[config.mk]
export PLATFORM = sky130hd
export DESIGN_NAME = cmd_param_regbank
export DESIGN_NICKNAME = d
export VERILOG_FILES = /design/src/rtl/cpr_pkg.sv /design/src/rtl/cpr_addr_dec.sv /design/src/rtl/cpr_len_ctr.sv /design/src/rtl/cpr_param_bank.sv /design/src/rtl/cmd_param_regbank.sv
export SDC_FILE = /design/constraint.sdc
export NUM_CORES = 1
export LEC_CHECK = 0
export BUFFER_PORTS_ARGS = -buffer_cell sky130_fd_sc_hd__clkbuf_2
export CORE_UTILIZATION = 48
export CTS_CLUSTER_SIZE = 12
export DETAILED_ROUTE_END_ITERATION = 8
export PLACE_DENSITY = 0.69
export SLEW_MARGIN = 20
export SYNTH_ARGS = -nofsm -noshare
export SYNTH_HDL_FRONTEND = slang
export SYNTH_SLANG_ARGS = --single-unit
[constraint.sdc]
create_clock -name clk -period 7.5 [get_ports clk]
set_input_delay 1.5 -clock clk [delete_from_list [all_inputs] [get_ports clk]]
set_output_delay 1.5 -clock clk [all_outputs]
set_load 0.05 [all_outputs]
[src/rtl/cpr_pkg.sv]
package cpr_pkg;
  localparam int unsigned REG_W = 32;

  localparam int unsigned RA_HOLD  = 0;
  localparam int unsigned RA_CMD   = 1;
  localparam int unsigned RA_MACL  = 2;
  localparam int unsigned RA_MACH  = 3;
  localparam int unsigned RA_DIP   = 4;
  localparam int unsigned RA_SIP   = 5;
  localparam int unsigned RA_DPORT = 6;
  localparam int unsigned RA_SPORT = 7;
  localparam int unsigned RA_TLEN  = 8;
  localparam int unsigned RA_PLEN  = 10;
  localparam int unsigned RA_EXT   = 13;
  localparam int unsigned RA_MODE  = 14;
  localparam int unsigned RA_VER   = 15;

  typedef enum logic [1:0] {
    CMD_SEND  = 2'b00,
    CMD_UNDEF = 2'b01,
    CMD_OPEN  = 2'b10,
    CMD_CLOSE = 2'b11
  } cmd_e;

  // clear the low 'ab' bits (beat alignment)
  function automatic logic [REG_W-1:0] align_down(input logic [REG_W-1:0] v,
                                                   input int unsigned ab);
    logic [REG_W-1:0] mask;
    mask = {REG_W{1'b1}} << ab;
    return v & mask;
  endfunction

  // add with a ceiling
  function automatic logic [REG_W-1:0] sat_add(input logic [REG_W-1:0] a,
                                                input logic [REG_W-1:0] b,
                                                input logic [REG_W-1:0] lim);
    logic [REG_W:0] s;
    s = {1'b0, a} + {1'b0, b};
    return (s > {1'b0, lim}) ? lim : s[REG_W-1:0];
  endfunction

  // subtract with a floor of zero
  function automatic logic [REG_W-1:0] floor_sub(input logic [REG_W-1:0] a,
                                                  input logic [REG_W-1:0] step);
    return (a >= step) ? (a - step) : '0;
  endfunction

  // keep low 'fw' bits, align, clamp to [lo, hi]
  function automatic logic [REG_W-1:0] fix_pkt(input logic [REG_W-1:0] v,
                                                input int unsigned fw,
                                                input int unsigned ab,
                                                input logic [REG_W-1:0] lo,
                                                input logic [REG_W-1:0] hi);
    logic [REG_W-1:0] t;
    t = v & ~({REG_W{1'b1}} << fw);
    t = align_down(t, ab);
    if (t < lo) t = lo;
    if (t > hi) t = hi;
    return t;
  endfunction
endpackage

[src/rtl/cpr_addr_dec.sv]
module cpr_addr_dec #(
  parameter int unsigned ADDR_W = 4,
  localparam int unsigned NREG = 1 << ADDR_W
) (
  input  logic              we,
  input  logic [ADDR_W-1:0] addr,
  output logic [NREG-1:0]   wr_hit
);
  for (genvar i = 0; i < NREG; i++) begin : g_hit
    assign wr_hit[i] = we && (addr == ADDR_W'(i));
  end
endmodule

[src/rtl/cpr_len_ctr.sv]
module cpr_len_ctr
  import cpr_pkg::*;
#(
  parameter int unsigned BEAT_BYTES = 32,
  localparam int unsigned ALIGN = $clog2(BEAT_BYTES),
  localparam logic [REG_W-1:0] LEN_MAX = {REG_W{1'b1}} << ALIGN,
  localparam logic [REG_W-1:0] BEAT = REG_W'(BEAT_BYTES)
) (
  input  logic             clk,
  input  logic             rst_n,
  input  logic             tlen_we,
  input  logic             ext_apply,
  input  logic [REG_W-1:0] wdata,
  input  logic             load,
  input  logic             beat,
  output logic [REG_W-1:0] rem
);
  logic [REG_W-1:0] pend;
  logic [REG_W-1:0] grown;
  logic [REG_W-1:0] rem_nxt;

  always_comb begin
    grown   = sat_add(rem, ext_apply ? align_down(wdata, ALIGN) : '0, LEN_MAX);
    rem_nxt = floor_sub(grown, beat ? BEAT : '0);
  end

  always_ff @(posedge clk or negedge rst_n) begin
    if (!rst_n) begin
      pend <= '0;
      rem  <= '0;
    end else begin
      if (tlen_we) pend <= align_down(wdata, ALIGN);
      if (load) rem <= pend;
      else      rem <= rem_nxt;
    end
  end
endmodule

[src/rtl/cpr_param_bank.sv]
module cpr_param_bank
  import cpr_pkg::*;
#(
  parameter int unsigned PORT_W  = 16,
  parameter int unsigned NREG    = 16,
  parameter int unsigned ALIGN   = 5,
  parameter int unsigned PKT_DEF = 1440,
  parameter int unsigned PKT_MIN = 32,
  parameter int unsigned PKT_MAX = 16000
) (
  input  logic              clk,
  input  logic              rst_n,
  input  logic [NREG-1:0]   wr_hit,
  input  logic [REG_W-1:0]  wdata,
  output logic              hold,
  output logic              init_pulse,
  output logic [REG_W-1:0]  sh_mac_lo,
  output logic [PORT_W-1:0] sh_mac_hi,
  output logic [REG_W-1:0]  sh_dip,
  output logic [REG_W-1:0]  sh_sip,
  output logic [PORT_W-1:0] sh_dport,
  output logic [PORT_W-1:0] sh_sport,
  output logic              sh_srv,
  output logic [PORT_W-1:0] pkt_len,
  output logic [REG_W+PORT_W-1:0] ld_mac,
  output logic [REG_W-1:0]  ld_dip,
  output logic [REG_W-1:0]  ld_sip,
  output logic [PORT_W-1:0] ld_dport,
  output logic [PORT_W-1:0] ld_sport,
  output logic              ld_srv
);
  logic hold_fall;
  assign hold_fall = wr_hit[RA_HOLD] && hold && !wdata[0];

  always_ff @(posedge clk or negedge rst_n) begin
    if (!rst_n) begin
      hold       <= 1'b1;
      init_pulse <= 1'b0;
      sh_mac_lo  <= '0;
      sh_mac_hi  <= '0;
      sh_dip     <= '0;
      sh_sip     <= '0;
      sh_dport   <= '0;
      sh_sport   <= '0;
      sh_srv     <= 1'b0;
      pkt_len    <= PORT_W'(PKT_DEF);
    end else begin
      init_pulse <= hold_fall;
      if (wr_hit[RA_HOLD])  hold      <= wdata[0];
      if (wr_hit[RA_MACL])  sh_mac_lo <= wdata;
      if (wr_hit[RA_MACH])  sh_mac_hi <= wdata[PORT_W-1:0];
      if (wr_hit[RA_DIP])   sh_dip    <= wdata;
      if (wr_hit[RA_SIP])   sh_sip    <= wdata;
      if (wr_hit[RA_DPORT]) sh_dport  <= wdata[PORT_W-1:0];
      if (wr_hit[RA_SPORT]) sh_sport  <= wdata[PORT_W-1:0];
      if (wr_hit[RA_MODE])  sh_srv    <= wdata[0];
      if (wr_hit[RA_PLEN])
        pkt_len <= PORT_W'(fix_pkt(wdata, PORT_W, ALIGN, REG_W'(PKT_MIN), REG_W'(PKT_MAX)));
    end
  end

  always_ff @(posedge clk or negedge rst_n) begin
    if (!rst_n) begin
      ld_mac   <= '0;
      ld_dip   <= '0;
      ld_sip   <= '0;
      ld_dport <= '0;
      ld_sport <= '0;
      ld_srv   <= 1'b0;
    end else if (hold_fall) begin
      ld_mac   <= {sh_mac_hi, sh_mac_lo};
      ld_dip   <= sh_dip;
      ld_sip   <= sh_sip;
      ld_dport <= sh_dport;
      ld_sport <= sh_sport;
      ld_srv   <= sh_srv;
    end
  end
endmodule

[src/rtl/cmd_param_regbank.sv]
module cmd_param_regbank
  import cpr_pkg::*;
#(
  parameter int unsigned ADDR_W     = 4,
  parameter int unsigned PORT_W     = 16,
  parameter int unsigned OP_W       = 3,
  parameter int unsigned BEAT_BYTES = 32,
  parameter int unsigned PKT_DEF    = 1440,
  parameter int unsigned PKT_MIN    = 32,
  parameter int unsigned PKT_MAX    = 16000,
  parameter logic [31:0] VERSION    = 32'h0103_0000
) (
  input  logic              clk,
  input  logic              rst_n,
  input  logic [ADDR_W-1:0] reg_addr,
  input  logic [REG_W-1:0]  reg_wdata,
  input  logic              reg_we,
  output logic [REG_W-1:0]  reg_rdata,
  output logic              eng_start,
  output logic [1:0]        eng_cmd,
  input  logic              eng_busy,
  input  logic [OP_W-1:0]   eng_op,
  input  logic              tx_beat,
  output logic [REG_W-1:0]  rem_len,
  output logic              core_hold,
  output logic              init_start,
  output logic [REG_W+PORT_W-1:0] par_mac,
  output logic [REG_W-1:0]  par_dst_ip,
  output logic [REG_W-1:0]  par_src_ip,
  output logic [PORT_W-1:0] par_dst_port,
  output logic [PORT_W-1:0] par_src_port,
  output logic              par_server,
  output logic [PORT_W-1:0] par_pkt_len
);
  localparam int unsigned NREG  = 1 << ADDR_W;
  localparam int unsigned ALIGN = $clog2(BEAT_BYTES);
  localparam int unsigned PADW  = REG_W - PORT_W;
  localparam int unsigned STW   = REG_W - OP_W - 1;

  logic [NREG-1:0]   wr_hit;
  logic              busy_q;
  logic              cmd_accept;
  logic              send_load;
  logic              ext_apply;
  logic [REG_W-1:0]  sh_mac_lo, sh_dip, sh_sip;
  logic [PORT_W-1:0] sh_mac_hi, sh_dport, sh_sport;
  logic              sh_srv;
  logic [REG_W-1:0]  rd_nxt;

  cpr_addr_dec #(.ADDR_W(ADDR_W)) u_dec (
    .we(reg_we), .addr(reg_addr), .wr_hit(wr_hit)
  );

  // command acceptance: idle and a defined code
  assign cmd_accept = wr_hit[RA_CMD] && !busy_q && (reg_wdata[1:0] != CMD_UNDEF);
  assign send_load  = cmd_accept && (reg_wdata[1:0] == CMD_SEND);
  assign ext_apply  = wr_hit[RA_EXT] && busy_q;

  always_ff @(posedge clk or negedge rst_n) begin
    if (!rst_n) begin
      busy_q    <= 1'b0;
      eng_start <= 1'b0;
      eng_cmd   <= CMD_SEND;
    end else begin
      busy_q    <= cmd_accept ? 1'b1 : eng_busy;
      eng_start <= cmd_accept;
      if (cmd_accept) eng_cmd <= reg_wdata[1:0];
    end
  end

  cpr_len_ctr #(.BEAT_BYTES(BEAT_BYTES)) u_len (
    .clk(clk), .rst_n(rst_n),
    .tlen_we(wr_hit[RA_TLEN]), .ext_apply(ext_apply), .wdata(reg_wdata),
    .load(send_load), .beat(tx_beat), .rem(rem_len)
  );

  cpr_param_bank #(
    .PORT_W(PORT_W), .NREG(NREG), .ALIGN(ALIGN),
    .PKT_DEF(PKT_DEF), .PKT_MIN(PKT_MIN), .PKT_MAX(PKT_MAX)
  ) u_par (
    .clk(clk), .rst_n(rst_n), .wr_hit(wr_hit), .wdata(reg_wdata),
    .hold(core_hold), .init_pulse(init_start),
    .sh_mac_lo(sh_mac_lo), .sh_mac_hi(sh_mac_hi), .sh_dip(sh_dip), .sh_sip(sh_sip),
    .sh_dport(sh_dport), .sh_sport(sh_sport), .sh_srv(sh_srv), .pkt_len(par_pkt_len),
    .ld_mac(par_mac), .ld_dip(par_dst_ip), .ld_sip(par_src_ip),
    .ld_dport(par_dst_port), .ld_sport(par_src_port), .ld_srv(par_server)
  );

  always_comb begin
    rd_nxt = '0;
    case (int'(reg_addr))
      RA_HOLD:  rd_nxt = {{(REG_W-1){1'b0}}, core_hold};
      RA_CMD:   rd_nxt = {{STW{1'b0}}, eng_op, busy_q};
      RA_MACL:  rd_nxt = sh_mac_lo;
      RA_MACH:  rd_nxt = {{PADW{1'b0}}, sh_mac_hi};
      RA_DIP:   rd_nxt = sh_dip;
      RA_SIP:   rd_nxt = sh_sip;
      RA_DPORT: rd_nxt = {{PADW{1'b0}}, sh_dport};
      RA_SPORT: rd_nxt = {{PADW{1'b0}}, sh_sport};
      RA_TLEN:  rd_nxt = rem_len;
      RA_PLEN:  rd_nxt = {{PADW{1'b0}}, par_pkt_len};
      RA_MODE:  rd_nxt = {{(REG_W-1){1'b0}}, sh_srv};
      RA_VER:   rd_nxt = VERSION;
      default:  rd_nxt = '0;
    endcase
  end

  always_ff @(posedge clk or negedge rst_n) begin
    if (!rst_n) reg_rdata <= '0;
    else        reg_rdata <= rd_nxt;
  end
endmodule

==> impl_metrics.csv <==
group,metric,value,unit
status,status,"finished, final reports clean",
logic_synthesis,synthMuxAreaShare,10.7,%
final_layout,fin_util,57.4,%
final_layout,fill_cells,3340,
logic_synthesis,netlist.area_leader.share,53.6,%
sta,setup_ws,0.755,ns
sta,hold_ws,0.470,ns
floorplanning,initial_core_util,48.7,%
global_routing,antenna_found_initial,0,
critical_path,crit_slowest_cell,"or4_1",
detailed_routing,drt_iter0_drc,1177,
clock_network,post-cts-setup-buffer-count,0,
power,leakage,10.9,nW
critical_path,max_stage_delay,0.54,ns
clock_network,cts_tree,"done",
critical_path,critPathKind,"in -> reg",
detailed_routing,via_per_inst,5.77,
critical_path,required,7.91,ns
detailed_routing,first_pass_iters,6,
detailed_routing,via_count,14900,
clock_network,clkSlewWorstSetupHoldPaths,0.06,ns
global_routing,grt_max_degree,176,
critical_path,crit_fanout,11,
global_routing,grt_pass1_vias,14700,
floorplanning,rows,71,
sta,timing_hold_violations_final,0,
floorplanning,boundaryPins,274,
placed_design,dp_hpwl,40300,um
logic_synthesis,synth_xor_area_share,1.77,%
logic_synthesis,synth.avg_cell_area,10.2,um^2
clock_network,cts_buffers,43,
min_path,worstHoldPathType,"reg -> reg",
sta,max-slew-margin-rel,24.7,%
logic_synthesis,ys_types,74,
placed_design,postPlaceCellArea,20300,um^2
critical_path,crit_arrival,7.15,ns
final_layout,final_area,21600,um^2
logic_synthesis,synth_top_cell_by_area,"dfrtp_1",
final_layout,layout.nets,2127,
critical_path,worst-path-buf-inv,5,
placed_design,dp.cells,2519,
global_routing,busiest_layer,"met2",
floorplanning,die_x,197,um
clock_network,cts_buffer_depth,3,
detailed_routing,wire_per_inst,22.6,um
detailed_routing,drc,0,
sta,slew_viol_final,0,
clock_network,htreeDepth,2,
placed_design,pre_cts_ws,0.271,ns
logic_synthesis,async_reset_ff_share,100,%
logic_synthesis,netlist_area,18300,um^2
logic_synthesis,synth-simple-area-share,18.7,%
run,max-cap-violations,0,
sta,tightest_slew,1.13,ns
final_layout,area.growth.synth_to_final,18.0,%
critical_path,start_kind,"input pin",
placed_design,port_buffers,268,
logic_synthesis,synth_ff_type,"dfrtp_1",
clock_network,cts-root-buf,"clkbuf_16",
power,ir_drop,0.000217,V
logic_synthesis,ys_seq_elements,398,
global_routing,met2_usage,46.3,%
critical_path,path_delay_family,"simple AND/OR/NAND/NOR gates",
sta,fmax,148,MHz
detailed_routing,final_antenna_net_count,0,
clock_network,insertion_delay,0.58,ns
logic_synthesis,synth_edf_count,0,
logic_synthesis,synth_compound_area_share,9.80,%
global_routing,grt_util_all_layers,30.3,%
floorplanning,dieHeight,197,um
global_routing,grt.met1_usage,43.5,%
sta,fin_crit_sh,89.9,%
final_layout,final_cells,2593,
global_routing,met3_usage,6.25,%
final_layout,antenna_cells,0,
sta,rsz0062_at_grt,"no",
detailed_routing,wl,58700,um
power,power,6.87,mW
clock_network,post_cts_resized,0,
logic_synthesis,synthCells,1803,
final_layout,drive_gt1_share,27.8,%
logic_synthesis,yosysWarnings,0,
sta,clock_skew,0.0309,ns
final_layout,final_cell_mix,"nand2_1 (535), dfrtp_1 (393), clkbuf_2 (267)",
logic_synthesis,synthAdderAreaFrac,2.09,%
logic_synthesis,synth_top_family_by_area,"simple AND/OR/NAND/NOR gates",
critical_path,endpoint_kind,"register",
final_layout,final_common_cell,"nand2_1",
logic_synthesis,synthTopCellsByArea,"dfrtp_1 (54%), nand2_1 (11%), mux2_2 (11%)",
floorplanning,die_area,39000,um^2
logic_synthesis,synth_seq_area_share,54.3,%
sta,setup_violations,0,
placed_design,gp_congestion,0.957,
sta,min_period,6.74,ns
clock_network,cts_hold_buf,0,
clock_network,clkSinkCount,398,
global_routing,grt_pass1_wl,88500,um
global_routing,grt_overflow_total,0,
sta,tns,0,ns
floorplanning,coreArea,37700,um^2
power,power_density,318,nW/um^2
[layout make-up]
| class | instances | area (um^2) | share of cell area (%) |
|---|---|---|---|
| repair buffers | 309 | 1670 | 7.73 |
| well taps | 511 | 639 | 2.96 |
| multi-input cells | 1291 | 7960 | 36.8 |
| clock buffers | 67 | 1300 | 6.00 |
| flip-flops and latches | 398 | 9970 | 46.1 |
| clock inverters | 7 | 56.3 | 0.260 |
| inverters | 10 | 40.0 | 0.185 |
[logic make-up (layout without fill, tap and decap cells)]
kind of cell    Yosys count  count (layout)
simple gates            794             794
mux                     174             174
flops                   398             398
fa+ha+maj                30              30
buf+inv                 118             393
other cells               1               5
compound gates          251             251
xor+xnor                 37              37
[cells in the mapped netlist, drive strengths merged (4+ instances only)]
cell type    n
clkbuf      89
nand3       16
a31oi        6
xor2        16
dfstp        5
xnor2       21
o21ai       53
o31ai        7
a211oi       7
nor2        77
and2        40
a22oi       78
a21boi       4
nor4b        6
dfrtp      393
a222oi       4
a221oi      10
o21a         5
nand2      538
nand4       22
a22o         8
nor3        33
or2          5
nor4        12
or4          6
ha          29
buf         19
and4         4
nand4b       4
inv         10
nand2b      13
a21oi       29
mux2       173
o211ai       4
and3         4
[flip-flops by register name, summed over array words and instances, names as in the netlist, 16 cells and up]
register and count:
u_par.sh_sport 16, u_par.sh_dport 16, u_par.sh_mac_hi 16, u_len.pend 27
u_par.ld_sip 32, reg_rdata 32, u_par.ld_dip 32, u_len.rem 32
u_par.ld_mac 48, u_par.sh_mac_lo 32, u_par.sh_sip 32, u_par.sh_dip 32
u_par.ld_sport 16, u_par.ld_dport 16
[layer usage]
layer / vias to the layer above / part of all wire [%]
li1: 6719 / -
met1: 7557 / 44
met2: 578 / 45
met3: 95 / 7.7
met4: 0 / 2.5
met5: - / 0
[final timing paths]
| check | from | endpoint | slack, ns | depth (start not counted) |
|---|---|---|---|---|
| max | reg_addr[0] | u_len.rem[21] | 0.76 | 26 |
| min | u_par.ld_sip[8] | u_par.ld_sip[8] | 0.47 | 2 |
| max reg2reg | busy_q | u_len.rem[21] | 1.59 | 25 |
| min reg2reg | u_par.ld_sip[8] | u_par.ld_sip[8] | 0.47 | 2 |
| max in group asynchronous | rst_n | u_par.ld_sip[19] | 4.97 | 2 |
| min in group asynchronous | rst_n | u_par.ld_mac[6] | 0.95 | 1 |
[power breakdown]
group / switching (mW) / leakage [nW] / internal [mW]
clock network: 0.859 / 0.663 / 1.19
logic: 1.32 / 5.14 / 0.575
registers: 0.388 / 5.15 / 2.54
[tightest hold or removal path: stages, from the launching register on]
cell and delay, ns:
dfrtp_1 0.34, nand2_1 0.05, nand2_1 0.05
(Power assumes the default switching activity.)
